**config.mk**
```make
export PLATFORM = sky130hd
export DESIGN_NAME = tx16to8_adapter
export DESIGN_NICKNAME = d
export VERILOG_FILES = /design/src/rtl/tx16to8_pkg.sv /design/src/rtl/tx16to8_phase.sv /design/src/rtl/tx16to8_ctrl.sv /design/src/rtl/tx16to8_ser.sv /design/src/rtl/tx16to8_adapter.sv
export SDC_FILE = /design/constraint.sdc
export NUM_CORES = 1
export LEC_CHECK = 0
export CAP_MARGIN = 10
export CORE_MARGIN = 4
export CORE_UTILIZATION = 34
export DETAILED_ROUTE_END_ITERATION = 12
export GPL_TIMING_DRIVEN = 0
export PLACE_DENSITY = 0.61
export SETUP_SLACK_MARGIN = 0.02
export SLEW_MARGIN = 30
export SYNTH_ARGS = -nofsm -noshare
export SYNTH_HDL_FRONTEND = slang
export SYNTH_SLANG_ARGS = --single-unit
```
**constraint.sdc**
```tcl
create_clock -name clk -period 1.4 [get_ports clk]
set_clock_uncertainty 0.1 [all_clocks]
set_input_delay 0.14 -clock clk [delete_from_list [all_inputs] [get_ports clk]]
set_output_delay 0.14 -clock clk [all_outputs]
set_load 0.02 [all_outputs]
```
**src/rtl/tx16to8_pkg.sv**
```systemverilog
package tx16to8_pkg;
    typedef enum logic [1:0] {
        ST_IDLE,
        ST_BODY,
        ST_LAST,
        ST_FLUSH
    } tx_st_e;
endpackage

```
**src/rtl/tx16to8_phase.sv**
```systemverilog
module tx16to8_phase (
    input  logic clk,
    input  logic rst_n,
    output logic strb
);
    logic phase_q;

    always_ff @(posedge clk) begin
        if (!rst_n) phase_q <= 1'b0;
        else        phase_q <= ~phase_q;
    end

    assign strb = ~phase_q;


    strobe_alt_chk: assert property (@(posedge clk) disable iff (!rst_n)
        strb |=> !strb);

    strobe_ret_chk: assert property (@(posedge clk) disable iff (!rst_n)
        !strb |=> strb);
endmodule

```
**src/rtl/tx16to8_ctrl.sv**
```systemverilog
module tx16to8_ctrl
    import tx16to8_pkg::*;
(
    input  logic clk,
    input  logic rst_n,
    input  logic strb,
    input  logic wv,
    input  logic hv,
    input  logic ur,
    output logic take,
    output logic first,
    output logic abort
);
    tx_st_e st, st_nxt;

    always_ff @(posedge clk) begin
        if (!rst_n)    st <= ST_IDLE;
        else if (strb) st <= st_nxt;
    end

    always_comb begin
        st_nxt = st;
        unique case (st)
            ST_IDLE:  if (wv) st_nxt = hv ? ST_BODY : ST_LAST;
            ST_BODY: begin
                if (ur)      st_nxt = wv ? ST_FLUSH : ST_IDLE;
                else if (wv) st_nxt = hv ? ST_BODY : ST_LAST;
                else         st_nxt = ST_IDLE;
            end
            ST_LAST:  st_nxt = wv ? ST_FLUSH : ST_IDLE;
            ST_FLUSH: st_nxt = wv ? ST_FLUSH : ST_IDLE;
            default:  st_nxt = ST_IDLE;
        endcase
    end

    always_comb begin
        take  = 1'b0;
        first = 1'b0;
        abort = 1'b0;
        if (strb) begin
            unique case (st)
                ST_IDLE: begin
                    take  = wv;
                    first = wv;
                end
                ST_BODY: begin
                    if (ur)      abort = 1'b1;
                    else if (wv) take  = 1'b1;
                    else if (hv) abort = 1'b1;
                end
                ST_LAST:  abort = ur | wv;
                ST_FLUSH: ;
                default:  ;
            endcase
        end
    end


    abort_dest_chk: assert property (@(posedge clk) disable iff (!rst_n)
        abort |=> (st == ST_IDLE || st == ST_FLUSH));

    idle_quiet_chk: assert property (@(posedge clk) disable iff (!rst_n)
        (strb && st == ST_IDLE && !wv) |=> st == ST_IDLE);
endmodule

```
**src/rtl/tx16to8_ser.sv**
```systemverilog
module tx16to8_ser #(
    parameter int BYTE_W = 8
) (
    input  logic                clk,
    input  logic                rst_n,
    input  logic                strb,
    input  logic                take,
    input  logic                first,
    input  logic                abort,
    input  logic                hv,
    input  logic [2*BYTE_W-1:0] din,
    output logic [BYTE_W-1:0]   out_byte,
    output logic                out_vld,
    output logic                out_eof,
    output logic                out_bad,
    output logic                ack
);
    localparam int WORD_W = 2 * BYTE_W;

    logic [WORD_W-1:0] pend_d;
    logic              pend_v, pend_hv, pend_first;
    logic [BYTE_W-1:0] hi_d;
    logic              hi_v, hi_eof;
    logic              emit;

    assign emit = pend_v & ~abort;

    always_ff @(posedge clk) begin
        if (!rst_n) begin
            pend_d     <= '0;
            pend_v     <= 1'b0;
            pend_hv    <= 1'b0;
            pend_first <= 1'b0;
            hi_d       <= '0;
            hi_v       <= 1'b0;
            hi_eof     <= 1'b0;
            out_byte   <= '0;
            out_vld    <= 1'b0;
            out_eof    <= 1'b0;
            out_bad    <= 1'b0;
            ack        <= 1'b0;
        end else if (strb) begin
            out_byte   <= pend_d[BYTE_W-1:0];
            out_vld    <= emit;
            out_eof    <= emit & ~pend_hv;
            out_bad    <= abort;
            ack        <= emit & pend_first;
            hi_d       <= pend_d[WORD_W-1:BYTE_W];
            hi_v       <= emit & pend_hv;
            hi_eof     <= emit & pend_hv & ~take;
            pend_d     <= din;
            pend_v     <= take;
            pend_hv    <= hv;
            pend_first <= first;
        end else begin
            out_byte   <= hi_d;
            out_vld    <= hi_v;
            out_eof    <= hi_eof;
            out_bad    <= 1'b0;
        end
    end


    eof_vld_chk: assert property (@(posedge clk) disable iff (!rst_n)
        out_eof |-> out_vld);

    bad_quiet_chk: assert property (@(posedge clk) disable iff (!rst_n)
        out_bad |-> !out_vld);

    bad_after_chk: assert property (@(posedge clk) disable iff (!rst_n)
        out_bad |=> (!out_vld && !out_bad));

    ack_hold_chk: assert property (@(posedge clk) disable iff (!rst_n)
        $rose(ack) |=> ack);

    ack_drop_chk: assert property (@(posedge clk) disable iff (!rst_n)
        (ack && $past(ack)) |=> !ack);
endmodule

```
**src/rtl/tx16to8_adapter.sv**
```systemverilog
module tx16to8_adapter #(
    parameter int BYTE_W = 8
) (
    input  logic                clk,
    input  logic                rst_n,
    input  logic [2*BYTE_W-1:0] cl_data,
    input  logic                cl_wvld,
    input  logic                cl_hvld,
    input  logic                cl_underrun,
    output logic                cl_strobe,
    output logic                cl_ack,
    output logic [BYTE_W-1:0]   tx_byte,
    output logic                tx_vld,
    output logic                tx_eof,
    output logic                tx_bad
);
    logic take, first, abort;

    tx16to8_phase u_phase (
        .clk  (clk),
        .rst_n(rst_n),
        .strb (cl_strobe)
    );

    tx16to8_ctrl u_ctrl (
        .clk  (clk),
        .rst_n(rst_n),
        .strb (cl_strobe),
        .wv   (cl_wvld),
        .hv   (cl_hvld),
        .ur   (cl_underrun),
        .take (take),
        .first(first),
        .abort(abort)
    );

    tx16to8_ser #(.BYTE_W(BYTE_W)) u_ser (
        .clk     (clk),
        .rst_n   (rst_n),
        .strb    (cl_strobe),
        .take    (take),
        .first   (first),
        .abort   (abort),
        .hv      (cl_hvld),
        .din     (cl_data),
        .out_byte(tx_byte),
        .out_vld (tx_vld),
        .out_eof (tx_eof),
        .out_bad (tx_bad),
        .ack     (cl_ack)
    );
endmodule

```
Word level (Yosys, flattened, before mapping):

Cells that the tools add are included.
W data, S select, Z words.

* output and inout bits: 13
* word-level logic and storage cells: 52
* input bits: 21
* bits in registers: 44

* reductions and logical operators: 4
* equality and inequality tests: 4
* mux-type cells: 19
* bitwise operators: 11

Operator list (number)
* $mux W1: 10
* $mux W2: 5
* $mux W8: 1
* $pmux W2 S3: 1
* $and A1 B1 Y1: 5
* $not A1 Y1: 5
* $eq A2 B2 Y1 const B: 2
* $pmux W1 S2: 2
* $reduce_or A2 Y1: 2
* $eq A2 B1 Y1 const B: 1
* $logic_not A2 Y1: 1
* $ne A2 B2 Y1 const B: 1
* $reduce_and A2 Y1: 1
* $or A1 B1 Y1: 1

Depth between registers and ports, before layout:

Gate-level depths: netlist of the first run.

* depth in word-level cells: 9
* mapped depth: 5
* mapped depth without buffers: 5

Hierarchy:

From an unflattened synthesis of the first run, not the netlist that was laid out.

* cells, all modules: 180
* area, all modules: 1999.4 um^2

By module, submodules not included
* tx16to8_ser: instances 1, area each 1712.9 um^2, cells an instance 143, seq. area each 820.8 um^2
* tx16to8_ctrl: instances 1, area each 256.5 um^2, cells an instance 34, seq. area each 40.0 um^2
* tx16to8_phase: instances 1, area each 30.0 um^2, cells an instance 3, seq. area each 20.0 um^2

Worst setup path after synthesis of the first run:

OpenSTA, ideal clock, no wires.

* path type: reg-to-reg
* from: reg u_ctrl.st[0]
* to: reg u_ctrl.st[0]
* data arrival time: 1.328 ns
* required time: 1.184 ns
* clock period less this slack: 1.545 ns
* buffers on the path: 0
* slack: -0.145 ns
* library setup time: 0.116 ns
* cell stages (with the launch flop): 6
* cells stage by stage: dfxtp_1 inv_1 ha_1 nor2b_2 or3b_1 o211a_1

* longest elaborated chain between the ends: 3
* elaborated cells between the ends (all ways): 8
* those cells by class: eq/ne (4); mux (1); reduce/logical (3)

Ends and longest elaborated chain
* start, declared: line tx16to8_ctrl.sv:14 `tx_st_e st, st_nxt;`
* start signal, assigned: line tx16to8_ctrl.sv:18 `else if (strb) st <= st_nxt;`
* $eq A2 B2 Y1 / $logic_not A2 Y1 (equally long branches): line tx16to8_ctrl.sv:23 `unique case (st)`
* $reduce_or A2 Y1 (no line) / $ne A2 B2 Y1 (equally long branches)
* $pmux W2 S3 / $reduce_and A2 Y1 (equally long branches)

Parallel ways exist; a longest one is shown, timed or not.
A chain may end at the register's enable or synchronous reset.

Worst setup path after layout of the first run:

* from: reg u_ctrl.st[1]
* to: reg u_ctrl.st[0]

The elaborated chain is that of the path after synthesis.

==> qor.csv, run 1 <==
stage;metric;value;unit
floorplanning;rows;25;
pwr;leakage;1.00;nW
synthesis;yosys_warnings;0;
setup_path;critPathCaptureType;flip-flop;
floorplanning;ios;34;
setup_path;cp-startpoint;u_ctrl.st[1]$_SDFFE_PN0P_;
floorplanning;fp.dieH;80.0;um
routing;totalWireLength;3.48;mm
place;place_congestion;0.731;
setup_path;cp_cell_sequence;inv_4 > ha_4 > nor2b_4 > or3b_1 > o211a_1;
cts;clk_latency;300;ps
place;dp_worst_setup_slack;-390;ps
place;hpwl;2.48;mm
timing;period_needed;1480;ps
worst_hold_path;whs_path_depth;3;
routing;drt_first_iter_violations;45;
pwr;ir_worst_vdd;0.000581;V
timing;drv_slew;0;
global_route;grt_pass1_vias;1298;
timing;hold_viol;0;
synthesis;synth_top_area_share;49.9;%
synthesis;synthTopCellsByArea;dfxtp_1 50%, mux2i_1 9.6%, nor2b_1 7.4%;
cts;cts_sinks;44;
timing;setup_viol;5;
setup_path;crit_slowest_cell;dfxtp_4;
layout;finalNetCount;254;
floorplanning;die_w;80.0;um
setup_path;critical_path_class;reg -> reg;
layout;drive_above_1_share;18.8;%
synthesis;synth_cell_type_count;31;
synthesis;avgSynthCellArea;9.86;um^2
timing;max-slew-margin-rel;72.6;%
routing;via_per_inst;4.50;
timing;period_share;106;%
timing;worst_slew_pin_slew;411;ps
synthesis;synth.largest_area_cell;dfxtp_1;
cts;cts_tree;yes;
cts;numCtsBuffers;5;
pwr;power_density;1170;nW/um^2
outcome;violations;negative setup slack;
timing;worst_hold_slack;86.9;ps
routing;firstDrtPassIters;4;
place;io_buffers;32;
global_route;grt_pass1_wl;5.84;mm
layout;syn2layout_area_growth;39.8;%
setup_path;worst_ep_required_time;1490;ps
setup_path;critPathMaxFanout;4;
job;drv_cap;0;
synthesis;syn_nets;205;
global_route;grt_max_degree;16;
floorplanning;start_util;36.2;%
global_route;antenna_found_initial;0;
place;dpl_cell_area;2190;um^2
synthesis;yosysSeqAreaShare;49.9;%
routing;wl_per_cell;11.8;um
setup_path;rr_worst_depth;5;
setup_path;path_buf_inv;1;
cts;hold_buffers;0;
floorplanning;core_area;4880;um^2
outcome;status;finished with violations;
cts;clockRootBuffer;clkbuf_8;
setup_path;r2r_end;u_ctrl.st[0]$_SDFFE_PN0P_;
setup_path;critical-path-top-delay-family;simple AND/OR/NAND/NOR gates;
timing;rsz0062_at_grt;yes;
synthesis;postSynthCellCount;179;
cts;htreeDepth;2;
routing;drc;0;
timing;max_freq;677;MHz
layout;diodes;0;
floorplanning;die_area;6410;um^2
layout;n_fill_cell;480;
cts;clock_path_buffers;2;
worst_hold_path;hp-start;rst_n;
worst_hold_path;whs_endpoint;u_ser.ack$_SDFFE_PN0N_;
routing;vias;1331;
layout;stdcell_area;2470;um^2
setup_path;slowest_delay;390;ps
worst_hold_path;hold_class;in -> reg;
timing;worst_slack;-77.6;ps
setup_path;reg2reg_setup_slack;-80;ps
setup_path;critPathLaunchType;flip-flop;
setup_path;arrival;1570;ps
cts;path_clk_slew;80;ps
global_route;overflow;0;
timing;finalSetupTns;-145;ps
setup_path;r2r_start;u_ctrl.st[1]$_SDFFE_PN0P_;
synthesis;ys_ff_latch;44;
synthesis;synth_area;1760;um^2
layout;utilization;50.5;%
routing;final_antenna_net_count;0;
global_route;grtUsageTotal;11.9;%
[metal layers]
metal	track usage (%)	vias up	share of wire [%]
li1	-	700	-
met1	14.1	602	46
met2	19.7	23	47
met3	3.27	6	4.8
met4	5.57	0	2.2
met5	0	-	0
[flip-flops by register name, indices dropped and copies added, names as in the netlist, 2 cells and up]
signal / flops
u_ser.pend_d: 16
u_ser.hi_d: 8
u_ser.out_byte: 8
u_ctrl.st: 2
[cell usage in the layout, fill, tap and decap left out, drive strengths merged, types with 5 or more instances in the layout]
cell / n
dfxtp: 44
nand2: 31
nor2b: 22
clkdlybuf4s50: 19
mux2i: 17
a21boi: 17
buf: 17
dlygate4sd2: 12
clkbuf: 9
inv: 5
o21ai: 5
ha: 5
[tightest hold or removal path, delay by kind of cell]
family,cells,cell delay [ps]
buffers and inverters,1,160
AND/OR/NAND/NOR,1,90
AO/OA/AOI/OAI,1,60
[timing repair]
item,CTS,global route
setup endpoints to repair,20,11
gates resized for setup,23,14
setup buffers,1,9
pin swaps,1,8
[worst max-delay path by stage]
stage	endpoint	slack, ps	cells past startpoint
floorplan	u_ctrl.st[0]$_SDFFE_PN0P_	-3	5
global placement	cl_strobe	-400	4
detailed placement	cl_strobe	-390	4
CTS	u_ctrl.st[0]$_SDFFE_PN0P_	-90	5
global route	u_ctrl.st[0]$_SDFFE_PN0P_	-130	5
finish	u_ctrl.st[0]$_SDFFE_PN0P_	-80	5
[cells in the mapped netlist (all sizes together)]
| cell | n |
|---|---|
| nand2b | 2 |
| nor2b | 22 |
| o31ai | 1 |
| nand3 | 3 |
| mux2i | 17 |
| clkbuf | 4 |
| nand4bb | 1 |
| o211ai | 1 |
| o21ai | 5 |
| o41ai | 1 |
| inv | 4 |
| nor2 | 2 |
| a21oi | 3 |
| o21a | 3 |
| dfxtp | 44 |
| ha | 5 |
| or3b | 1 |
| o2111ai | 1 |
| and2 | 1 |
| buf | 6 |
| a21boi | 17 |
| a22oi | 1 |
| o211a | 1 |
| nand2 | 31 |
| a311oi | 1 |
| or2b | 1 |
[kinds of logic (layout without fill, tap and decap cells)]
family,Yosys count,in the layout,synth area share [%]
AO/OA/AOI/OAI,35,35,14.8
flip-flops,44,44,49.9
adder cells (fa/ha/maj),5,5,3.55
multiplexers,17,17,9.65
buffers and inverters,14,64,3.69
AND/OR/NAND/NOR,64,64,18.4
[layout make-up]
cell class              count  area [um^2]  share of cell area [%]
clock inverters             3         46.3                    1.88
clock buffers               5         68.8                    2.79
plain buffers              10         63.8                    2.59
well taps                  67         83.8                    3.40
flip-flops and latches     44          887                    36.0
repair buffers             42          394                    16.0
inverters                   4         25.0                    1.01
multi-input cells         121          897                    36.4
[power by group]
group / total [mW] / leakage [nW] / switching (mW) / internal (mW)
Combinational: 0.532 / 0.586 / 0.246 / 0.286
Clock: 0.988 / 0.0548 / 0.451 / 0.537
Sequential: 1.37 / 0.363 / 0.0420 / 1.33
Total: 2.89 / 1.00 / 0.739 / 2.15
[through the flow]
step	power (mW)	instances
floorplan	1.69	179
global placement	1.85	278
detailed placement	1.85	278
CTS	2.85	287
global route	3.03	296
finish	2.89	296
(Power assumes the default switching activity.)
==> inputs of run 2 (changes only) <==
--- a/config.mk
+++ b/config.mk
@@ -8,6 +8,7 @@
 export CAP_MARGIN = 10
 export CORE_MARGIN = 4
 export CORE_UTILIZATION = 34
+export CTS_CLUSTER_DIAMETER = 120
 export DETAILED_ROUTE_END_ITERATION = 12
 export GPL_TIMING_DRIVEN = 0
 export PLACE_DENSITY = 0.61
==> results of run 2 <==
The final DEF is identical to that of run 1; final timing and power are the same.
